File: src/rtl/bf16r_pkg.sv
package bf16r_pkg;

  localparam logic [7:0]  OPC_SUM = 8'h8C;
  localparam logic [7:0]  OPC_MAX = 8'h8D;
  localparam logic [31:0] QNAN32  = 32'h7FC0_0000;
  localparam logic [15:0] QNAN16  = 16'h7FC0;

  function automatic logic f32_is_nan(input logic [31:0] v);
    return (v[30:23] == 8'hFF) && (v[22:0] != 23'd0);
  endfunction

  // BF16 to FP32; subnormals become signed zero
  function automatic logic [31:0] bf16_widen(input logic [15:0] h);
    if (h[14:7] == 8'd0) return {h[15], 31'd0};
    return {h, 16'd0};
  endfunction

  // FP32 to BF16 with round to nearest even
  function automatic logic [15:0] f32_to_bf16(input logic [31:0] v);
    logic up;
    if (f32_is_nan(v)) return QNAN16;
    up = v[15] & (v[16] | (|v[14:0]));
    return v[31:16] + {15'd0, up};
  endfunction

  // strict greater-than on non-NaN values, zeros of either sign equal
  function automatic logic f32_gt(input logic [31:0] a, input logic [31:0] b);
    if ((a[30:0] == 31'd0) && (b[30:0] == 31'd0)) return 1'b0;
    if (a[31] != b[31]) return !a[31];
    if (!a[31]) return a[30:0] > b[30:0];
    return a[30:0] < b[30:0];
  endfunction

  function automatic logic [31:0] f32_max_step(input logic [31:0] acc, input logic [31:0] x);
    if (f32_is_nan(acc)) return acc;
    if (f32_is_nan(x)) return x;
    return f32_gt(x, acc) ? x : acc;
  endfunction

  // FP32 add, nearest-even, subnormal results flushed to signed zero
  function automatic logic [31:0] f32_add(input logic [31:0] a, input logic [31:0] b);
    logic [31:0] big, sml;
    logic [7:0]  d;
    logic [26:0] mb, ms, msh, lost;
    logic [27:0] s;
    logic [8:0]  e;
    logic [4:0]  lz;
    logic        found;
    logic        up;
    logic [24:0] r;
    if (f32_is_nan(a) || f32_is_nan(b)) return QNAN32;
    if (a[30:23] == 8'hFF) begin
      if ((b[30:23] == 8'hFF) && (a[31] != b[31])) return QNAN32;
      return a;
    end
    if (b[30:23] == 8'hFF) return b;
    if (a[30:23] == 8'd0) begin
      if (b[30:23] == 8'd0) return {a[31] & b[31], 31'd0};
      return b;
    end
    if (b[30:23] == 8'd0) return a;
    if (a[30:0] >= b[30:0]) begin big = a; sml = b; end
    else begin big = b; sml = a; end
    d  = big[30:23] - sml[30:23];
    mb = {1'b1, big[22:0], 3'b000};
    ms = {1'b1, sml[22:0], 3'b000};
    if (d >= 8'd27) msh = 27'd1;
    else begin
      msh  = ms >> d;
      lost = ms & ((27'd1 << d) - 27'd1);
      if (lost != 27'd0) msh[0] = 1'b1;
    end
    e = {1'b0, big[30:23]};
    if (big[31] == sml[31]) begin
      s = {1'b0, mb} + {1'b0, msh};
      if (s[27]) begin
        s = {1'b0, s[27:1]} | {27'd0, s[0]};
        e = e + 9'd1;
      end
    end else begin
      s = {1'b0, mb} - {1'b0, msh};
      if (s == 28'd0) return 32'd0;
      lz = 5'd0;
      found = 1'b0;
      for (int i = 0; i < 27; i++) begin
        if (!found) begin
          if (s[26-i]) found = 1'b1;
          else lz = lz + 5'd1;
        end
      end
      s = s << lz;
      if (e <= {4'd0, lz}) return {big[31], 31'd0};
      e = e - {4'd0, lz};
    end
    up = s[2] & (s[1] | s[0] | s[3]);
    r  = {1'b0, s[26:3]} + {24'd0, up};
    if (r[24]) begin
      r = r >> 1;
      e = e + 9'd1;
    end
    if (e >= 9'd255) return {big[31], 8'hFF, 23'd0};
    return {big[31], e[7:0], r[22:0]};
  endfunction

endpackage

File: src/rtl/bf16r_cmd_check.sv
module bf16r_cmd_check
  import bf16r_pkg::*;
#(
  parameter int DIM_W = 8,
  localparam int CNT_W = 4 * DIM_W
) (
  input  logic [7:0]         op,
  input  logic [2:0]         sel,
  input  logic [4*DIM_W-1:0] shape,
  output logic               ok,
  output logic               is_max,
  output logic [CNT_W-1:0]   grp_size,
  output logic [CNT_W-1:0]   total
);
  logic [DIM_W-1:0] dim  [4];
  logic [CNT_W-1:0] prod [4];
  logic [3:0]       dim_nz;

  for (genvar k = 0; k < 4; k++) begin : g_dim
    assign dim[k]    = shape[k*DIM_W +: DIM_W];
    assign dim_nz[k] = (dim[k] != '0);
    if (k == 0) begin : g_first
      assign prod[k] = CNT_W'(dim[k]);
    end else begin : g_next
      assign prod[k] = prod[k-1] * CNT_W'(dim[k]);
    end
  end

  logic op_ok, sel_ok;
  assign op_ok    = (op == OPC_SUM) || (op == OPC_MAX);
  assign sel_ok   = !sel[2];
  assign ok       = op_ok && sel_ok && (&dim_nz);
  assign is_max   = (op == OPC_MAX);
  assign grp_size = prod[sel[1:0]];
  assign total    = prod[3];
endmodule

File: src/rtl/bf16r_counter.sv
module bf16r_counter #(
  parameter int CNT_W = 32
) (
  input  logic             clk,
  input  logic             rst_n,
  input  logic             clear,
  input  logic             active,
  input  logic             fire,
  input  logic [CNT_W-1:0] grp_size,
  input  logic [CNT_W-1:0] total,
  output logic             last_grp,
  output logic             last_all
);
  logic [CNT_W-1:0] grp_cnt, tot_cnt;

  assign last_grp = (grp_cnt == grp_size - CNT_W'(1));
  assign last_all = (tot_cnt == total - CNT_W'(1));

  always_ff @(posedge clk or negedge rst_n) begin
    if (!rst_n) begin
      grp_cnt <= '0;
      tot_cnt <= '0;
    end else if (clear) begin
      grp_cnt <= '0;
      tot_cnt <= '0;
    end else if (fire) begin
      grp_cnt <= last_grp ? '0 : grp_cnt + CNT_W'(1);
      tot_cnt <= tot_cnt + CNT_W'(1);
    end
  end

  AST_GRP_BOUND: assert property (@(posedge clk) disable iff (!rst_n)
    active |-> (grp_cnt < grp_size));
endmodule

File: src/rtl/bf16r_accum.sv
module bf16r_accum
  import bf16r_pkg::*;
(
  input  logic        clk,
  input  logic        rst_n,
  input  logic        start,
  input  logic        fire,
  input  logic [15:0] elem,
  input  logic        is_max,
  input  logic        neg,
  input  logic        fmt32,
  input  logic        last_grp,
  output logic        out_valid,
  output logic [31:0] out_data
);
  logic [31:0] acc;
  logic        first;
  logic [31:0] x, step, fin;
  logic        acc_nan;

  assign x       = bf16_widen(elem);
  assign step    = first ? x : (is_max ? f32_max_step(acc, x) : f32_add(acc, x));
  assign acc_nan = f32_is_nan(acc);

  always_comb begin
    if (f32_is_nan(step)) fin = QNAN32;
    else if (neg)         fin = {~step[31], step[30:0]};
    else                  fin = step;
  end

  always_ff @(posedge clk or negedge rst_n) begin
    if (!rst_n) begin
      acc       <= '0;
      first     <= 1'b1;
      out_valid <= 1'b0;
      out_data  <= '0;
    end else begin
      out_valid <= 1'b0;
      if (start) begin
        first <= 1'b1;
      end else if (fire) begin
        if (last_grp) begin
          out_valid <= 1'b1;
          out_data  <= fmt32 ? fin : {16'd0, f32_to_bf16(fin)};
          first     <= 1'b1;
        end else begin
          acc   <= step;
          first <= 1'b0;
        end
      end
    end
  end

  AST_BF16_UPPER_ZERO: assert property (@(posedge clk) disable iff (!rst_n)
    (out_valid && !fmt32) |-> (out_data[31:16] == 16'd0));
  AST_NAN_HELD: assert property (@(posedge clk) disable iff (!rst_n)
    (fire && !first && is_max && acc_nan && !last_grp && !start) |=> acc_nan);
endmodule

File: src/rtl/bf16_reduce_unit.sv
module bf16_reduce_unit #(
  parameter int DIM_W = 8,
  localparam int CNT_W = 4 * DIM_W
) (
  input  logic               clk,
  input  logic               rst_n,
  input  logic               cmd_valid,
  output logic               cmd_ready,
  input  logic [7:0]         cmd_op,
  input  logic [2:0]         cmd_sel,
  input  logic [4*DIM_W-1:0] cmd_shape,
  input  logic               cmd_neg,
  input  logic               cmd_fp32,
  output logic               cmd_err,
  input  logic               in_valid,
  output logic               in_ready,
  input  logic [15:0]        in_data,
  output logic               out_valid,
  output logic [31:0]        out_data
);
  logic             busy;
  logic             chk_ok, chk_max;
  logic [CNT_W-1:0] chk_grp, chk_total;
  logic             r_max, r_neg, r_fmt32;
  logic [CNT_W-1:0] r_grp, r_total;
  logic             cmd_fire, start, in_fire;
  logic             last_grp, last_all;

  assign cmd_ready = !busy;
  assign in_ready  = busy;
  assign cmd_fire  = cmd_valid && !busy;
  assign start     = cmd_fire && chk_ok;
  assign in_fire   = in_valid && busy;

  bf16r_cmd_check #(.DIM_W(DIM_W)) u_check (
    .op(cmd_op), .sel(cmd_sel), .shape(cmd_shape),
    .ok(chk_ok), .is_max(chk_max), .grp_size(chk_grp), .total(chk_total)
  );

  always_ff @(posedge clk or negedge rst_n) begin
    if (!rst_n) begin
      busy    <= 1'b0;
      cmd_err <= 1'b0;
      r_max   <= 1'b0;
      r_neg   <= 1'b0;
      r_fmt32 <= 1'b0;
      r_grp   <= '0;
      r_total <= '0;
    end else begin
      cmd_err <= cmd_fire && !chk_ok;
      if (start) begin
        busy    <= 1'b1;
        r_max   <= chk_max;
        r_neg   <= cmd_neg;
        r_fmt32 <= cmd_fp32;
        r_grp   <= chk_grp;
        r_total <= chk_total;
      end else if (in_fire && last_all) begin
        busy <= 1'b0;
      end
    end
  end

  bf16r_counter #(.CNT_W(CNT_W)) u_count (
    .clk(clk), .rst_n(rst_n), .clear(start), .active(busy), .fire(in_fire),
    .grp_size(r_grp), .total(r_total), .last_grp(last_grp), .last_all(last_all)
  );

  bf16r_accum u_acc (
    .clk(clk), .rst_n(rst_n), .start(start), .fire(in_fire), .elem(in_data),
    .is_max(r_max), .neg(r_neg), .fmt32(r_fmt32), .last_grp(last_grp),
    .out_valid(out_valid), .out_data(out_data)
  );

  AST_ERR_WHILE_IDLE: assert property (@(posedge clk) disable iff (!rst_n)
    cmd_err |-> !busy);
  AST_ERR_NO_RESULT: assert property (@(posedge clk) disable iff (!rst_n)
    cmd_err |-> !out_valid);
  AST_DONE_TO_IDLE: assert property (@(posedge clk) disable iff (!rst_n)
    (in_fire && last_all) |=> !busy);
  AST_OUT_AFTER_ELEM: assert property (@(posedge clk) disable iff (!rst_n)
    out_valid |-> $past(in_fire));
endmodule

File: config.mk
export PLATFORM = sky130hd
export DESIGN_NAME = bf16_reduce_unit
export DESIGN_NICKNAME = d
export VERILOG_FILES = /design/src/rtl/bf16r_pkg.sv /design/src/rtl/bf16r_cmd_check.sv /design/src/rtl/bf16r_counter.sv /design/src/rtl/bf16r_accum.sv /design/src/rtl/bf16_reduce_unit.sv
export SDC_FILE = /design/constraint.sdc
export NUM_CORES = 2
export LEC_CHECK = 0
export CORE_MARGIN = 8
export CORE_UTILIZATION = 45
export DETAILED_ROUTE_END_ITERATION = 6
export PLACE_DENSITY = 0.65
export RECOVER_POWER = 25
export SYNTH_ARGS = -nofsm -noshare
export SYNTH_HDL_FRONTEND = slang
export SYNTH_HIERARCHICAL = 1
export SYNTH_SLANG_ARGS = --single-unit
File: constraint.sdc
create_clock -name clk -period 27 [get_ports clk]
set_clock_uncertainty 0.1 [all_clocks]
set_input_delay 2.7 -clock clk [delete_from_list [all_inputs] [get_ports clk]]
set_output_delay 2.7 -clock clk [all_outputs]
set_load 0.02 [all_outputs]
* Yosys cells after proc, flatten, opt, wreduce, memory -nomap -nowiden
Index checks and enable logic that the tools add are counted.
** Cells by class
- Add/subtract/negate cells :: 39
- Multipliers :: 3
- Div/mod/pow operators :: 0
- $lt $le $gt $ge :: 7
- Equality and inequality tests :: 11
- Shifts and indexed selects :: 3
- Multiplexer cells :: 655
- Bitwise gates (word level) :: 12
- Reductions and logical operators :: 40
** Operator list (number)
- two-way mux 32 bit :: 58
- two-way mux 5 bit :: 241
- two-way mux 27 bit :: 14
- two-way mux 1 bit :: 322
- two-way mux 9 bit :: 16
- adder 5 x 1 -> 5 bit, second input constant :: 26
- nonzero test 23 bit :: 4
- adder 32 x 1 -> 32 bit, second input constant :: 2
- binary-select mux 32 bit (select 2 bit) :: 1
- == test 32 bit :: 2
- multiplier 32 x 8 -> 32 bit :: 2
- subtractor 32 x 1 -> 32 bit, second input constant :: 2
- zero test 31 bit :: 2
- == test 8 bit, second input constant :: 6
- two-way mux 16 bit :: 2
- nonzero test 8 bit :: 4
- >= comparator 31 bit :: 1
- > comparator 31 bit :: 1
- < comparator 31 bit :: 1
- adder 27 x 27 -> 28 bit :: 1
- zero test 28 bit :: 1
- << shifter 28 x 5 -> 27 bit :: 1
- subtractor 27 x 27 -> 28 bit :: 1
- AND 27 bit :: 1
- 31 further kinds :: 58
** Storage, ports and cells
- Register bits after elaboration :: 199
- Latch bits :: 0
- Bits in writable memories :: 0
- Memory bits (read-only) :: 0
- Input bits :: 65
- Output and inout port bits :: 36
- Memories kept :: 0

* Logic depth before layout (Yosys ltp)
- Depth after elaboration :: 363
- Gate-level depth with buffers :: 147
- Mapped depth without buffers :: 137

* By module
Netlist, hierarchy kept.
** By module, submodules not included
- bf16r_accum :: instances 1, cells each 2782, area an instance 18661.6 µm²
- bf16r_cmd_check :: instances 1, cells each 1551, area an instance 13013.7 µm²
- bf16r_counter :: instances 1, cells each 748, area an instance 5789.3 µm²
- bf16_reduce_unit :: instances 1, cells each 150, area an instance 2657.5 µm²

* Least setup slack after synthesis
No wires, ideal clock.
- Kind :: input port to flip-flop
- From :: input port in_data[10]
- To :: register u_acc.out_data[10]
- Library setup time :: 0.082 ns
- Data arrival time :: 27.277 ns
- Slack :: -0.459 ns
- Stages :: 141
- Path through :: clkbuf_1 > nor4_1 > nand2_1 > clkbuf_1 > nand2_1 > ha_1 > nand4_1 > or3_4 > a21o_1 > buf_6 > a211oi_2 > a21oi_1 > ha_1 > a21o_1 > a21oi_1 > o21a_2 > a21boi_1 > or2_2 > [105 not listed] > ha_1 > nand2_1 > nor2_1 > o211ai_1 > nor4_1 > xor2_1 > a41oi_1 > o21ai_1 > nor4b_2 > and3_1 > buf_2 > nor3_1 > ha_1 > nand2_1 > a31o_2 > o31ai_1 > or3b_1 > a31oi_1
** Between the ends
- Cells in the longest elaborated chain, start to end :: 344
** Ends and longest elaborated chain
- start: declaration :: line bf16_reduce_unit.sv:17 : input logic [15:0] in_data,
- zero test 8 bit :: line bf16r_pkg.sv:14 : if (h[14:7] == 8'd0) return {h[15], 31'd0};
- two-way mux 1 bit :: line bf16r_pkg.sv:14
- two-way mux 32 bit (*) :: line bf16r_pkg.sv:15 : return {h, 16'd0};
- >= comparator 31 bit :: line bf16r_pkg.sv:62 : if (a[30:0] >= b[30:0]) begin big = a; sml = b; end
- two-way mux 32 bit (2 in a row) :: line bf16r_pkg.sv:62
- two-way mux 32 bit :: line bf16r_pkg.sv:61 : if (b[30:23] == 8'd0) return a;
- two-way mux 32 bit :: line bf16r_pkg.sv:57 : if (a[30:23] == 8'd0) begin
- two-way mux 32 bit :: line bf16r_pkg.sv:56 : if (b[30:23] == 8'hFF) return b;
- [321 not listed]
- two-way mux 32 bit :: line bf16r_pkg.sv:52 : if (a[30:23] == 8'hFF) begin
- two-way mux 32 bit :: line bf16r_accum.sv:22 : assign step = first ? x : (is_max ? f32_max_step(acc, x) : f32_add(acc, x));
- two-way mux 32 bit (*) :: line bf16r_accum.sv:22
- nonzero test 23 bit / == test 8 bit (equally long branches) :: line bf16r_pkg.sv:9 : return (v[30:23] == 8'hFF) && (v[22:0] != 23'd0);
- logical AND 1 bit :: line bf16r_pkg.sv:9
- two-way mux 32 bit (*) :: line bf16r_accum.sv:26 : if (f32_is_nan(step)) fin = QNAN32;
- branches (longest 7 deep; another with adder 16 x 1 -> 16 bit)
- two-way mux 32 bit (*) :: line bf16r_accum.sv:44 : out_data <= fmt32 ? fin : {16'd0, f32_to_bf16(fin)};
- end signal: assignment :: line bf16r_accum.sv:44
- end: declaration :: line bf16r_accum.sv:14 : output logic [31:0] out_data
Every way passes the cells marked *. The select of a mux whose other input is x is not followed.
A chain may end at the register's enable or synchronous reset.

* Final worst setup path
- From :: input port in_data[10]
- To :: register u_acc.out_data[13]
Same word-level chain as after synthesis.

==> summary.md <==
| Metric | Value |
|---|---|
| DR iter-0 viols | 3,747 |
| Vias | 40,800 |
| CP bufs+invs | 12 |
| H-tree depth | 4 |
| Max-slew violations | 133 |
| Die Wd | 315 um |
| CP Data Arrival Time | 26.10 ns |
| # setup viols final | 0 |
| Routability cong. | 1.05 |
| Crit Path Category | input pin to register |
| Share of layout cells above drive strength 1 | 15.8% |
| Syn_area_per_cell | 7.67 um^2 |
| Startpoint Class | input pin |
| Syn Nets | 5,782 |
| CP most frequent cell | ha_1 |
| Clk root buf | clkbuf_16 |
| Final period util | 95.8% |
| Antenna cell count | 0 |
| Commonest register cell after synthesis | dfrtp_1 |
| I/O pins | 101 |
| Clock Latency Late Sink | 0.46 ns |
| WL/cell | 20.9 um |
| Most common cell after layout, fill and taps aside | nand2_1 |
| Ys Warns | 6 |
| DRC viols | 1 |
| Die area | 99,000 um^2 |
| TritonCTS buffer count | 17 |
| CP endpoint kind | register |
| Hold slack | 0.381 ns |
| GRT Resource Usage Total | 27.2% |
| First-pass GRT wire length | 220,000 um |
| Sequential share of the synthesized area | 12.4% |
| Fill cell count | 8,535 |
| Max Clk Rate | 38.7 MHz |
| Grt ovf | 0 |
| Placement row count | 109 |
| Synthesized cell area | 40,100 um^2 |
| Initial antenna violation count | 1 |
| Area grow syn2layout | 15.4% |
| Nets@finish | 6,096 |
| HPWL after DPL | 113,000 um |
| Distinct cells, synth | 146 |
| I/O Buffers | 100 |
| Most frequent cells in the layout | nand2_1, buf_4, inv_1, nor2_1, a21oi_1 |
| Initial Util | 45.4% |
| Syn Inst Count | 5,231 |
| Final wirelength | 140,000 um |
| Max-cap violations | 2 |
| Crit-path max cell delay | 0.53 ns |
| Core footprint | 88,400 um^2 |
| Post-DRT Antenna Nets | 0 |
| Largest net degree at the start of global routing | 73 |
| Async set or reset register ratio after synthesis | 100% |
| Max clock buf depth | 2 |
| Cell family with most CP delay | compound AO/OA/AOI/OAI gates |
| Failing checks | design-rule violations, max-capacitance violations, max-slew violations |
| Clock transition at path regs | 0.09 ns |
| Via density | 6.07 |
| Vias in the first global route | 39,400 |
| EDFF count, synth | 0 |
| CTS tree | yes |
| Die Y | 315 um |
| Tmin final | 25.87 ns |
| Status | finished, violations left |
| Max-slew headroom | -157% |
| Worst hold path class | register to register |
| Final Hold Fails | 0 |
| Max Fanout on Critical Path | 7 |
| CTS sink cnt | 199 |
| Worst EP required | 27.23 ns |
| Slowest cell on the critical path | or4_1 |
| DR pass1 iterations | 7 |
| Number of hold buffers added after cts | 0 |
| Slew of the pin with the lowest slew margin | 3.86 ns |
| Synthesized flop and latch total | 199 |
==> tightest hold or removal path, cell delays in order (launching register included) <==
cell and delay (ns):
dfrtp_1 0.35, nand2_1 0.05, nand2_1 0.06
==> logic make-up after synthesis <==
logic type,share of synthesized area [%]
flip-flops,12.4
buffers and inverters,6.96
XOR/XNOR,7.16
AND/OR/NAND/NOR,27.4
adder cells (fa/ha/maj),20.0
AO/OA/AOI/OAI,20.4
multiplexers,5.75
==> area by class of cell <==
| cell class | instances | area, um^2 | area share (%) |
|---|---|---|---|
| multi-input combinational | 4335 | 33100 | 71.5 |
| inverter | 430 | 1620 | 3.49 |
| sequential | 199 | 4980 | 10.8 |
| tap | 1165 | 1460 | 3.15 |
| clock inverter | 15 | 186 | 0.403 |
| timing repair buffer | 562 | 4520 | 9.76 |
| clock buffer | 17 | 425 | 0.919 |
==> state kept, by name, summed over array words and instances (netlist names) <==
| register | flops |
|---|---|
| r_total | 32 |
| u_count/tot_cnt | 32 |
| r_grp | 32 |
| u_count/grp_cnt | 32 |
| u_acc/acc | 32 |
| cmd_err | 1 |
| u_acc/first | 1 |
| in_ready | 1 |
| u_acc/out_data | 32 |
| r_neg | 1 |
| r_max | 1 |
| u_acc/out_valid | 1 |
| r_fmt32 | 1 |
==> worst paths after layout <==
path | endpoint | startpoint | slack, ns | depth (start not counted)
max | u_acc/out_data[13] | in_data[10] | 1.13 | 133
min | u_acc/out_data[25] | u_acc/out_data[25] | 0.38 | 2
max reg2reg | u_acc/out_data[13] | u_acc/acc[14] | 3.32 | 126
min reg2reg | u_acc/out_data[25] | u_acc/out_data[25] | 0.38 | 2
max in group asynchronous | r_grp[13] | rst_n | 18.44 | 3
min in group asynchronous | u_acc/acc[27] | rst_n | 3.17 | 1
==> metal layers <==
| layer | vias to the layer above | global-route usage [%] | wire (um) |
|---|---|---|---|
| met3 | 367 | 2.57 | 8560 |
| met4 | 0 | 12.5 | 7300 |
| li1 | 19100 | - | - |
| met5 | - | 0 | 0 |
| met2 | 1628 | 46.5 | 67000 |
| met1 | 19800 | 34.5 | 57500 |
==> what timing repair did <==
| item | in CTS | in global routing |
|---|---|---|
| buffers inserted | 0 | 27 |
| setup endpoints to repair | 20 | 63 |
| resized for setup | 14 | 160 |
| pin swaps | 2 | 97 |
==> cells in the mapped netlist (44+ instances only) <==
| cell | count | share of area (%) |
|---|---|---|
| a21o_1 | 52 | 0.97 |
| a21oi_1 | 322 | 4.0 |
| a31oi_1 | 87 | 1.4 |
| and2_1 | 289 | 4.5 |
| and3_1 | 78 | 1.2 |
| buf_2 | 44 | 0.55 |
| clkbuf_1 | 188 | 1.8 |
| dfrtp_1 | 198 | 12 |
| fa_1 | 254 | 13 |
| ha_1 | 232 | 7.2 |
| inv_1 | 425 | 4.0 |
| mux2_2 | 78 | 2.2 |
| mux2i_1 | 88 | 2.2 |
| nand2_1 | 630 | 5.9 |
| nand2b_1 | 46 | 0.72 |
| nand3_1 | 149 | 1.9 |
| nand4_1 | 75 | 1.2 |
| nor2_1 | 381 | 3.6 |
| nor2b_1 | 45 | 0.70 |
| nor3_1 | 127 | 1.6 |
| nor4_1 | 70 | 1.1 |
| o21ai_0 | 230 | 2.9 |
| or3_1 | 51 | 0.80 |
| xnor2_1 | 179 | 3.9 |
| xor2_1 | 113 | 2.5 |
==> metrics by stage <==
stage	std cells	setup WS (ns)	util (%)	instance area [um^2]	TNS, ns
2_1_floorplan	5231	0.0584	-	40200	0
3_3_place_gp	6665	-0.154	50.7	44800	-0.577
3_5_place_dp	6665	-0.670	50.7	44800	-12.38
4_1_cts	6697	0.0109	51.4	45500	0
5_1_grt	6723	-0.114	52.4	46300	-0.692
6_report	6723	1.13	52.4	46300	0
Power is left out: the tool's default activity adds up to more than one toggle a clock period on the data nets, which glitch-free logic cannot reach.
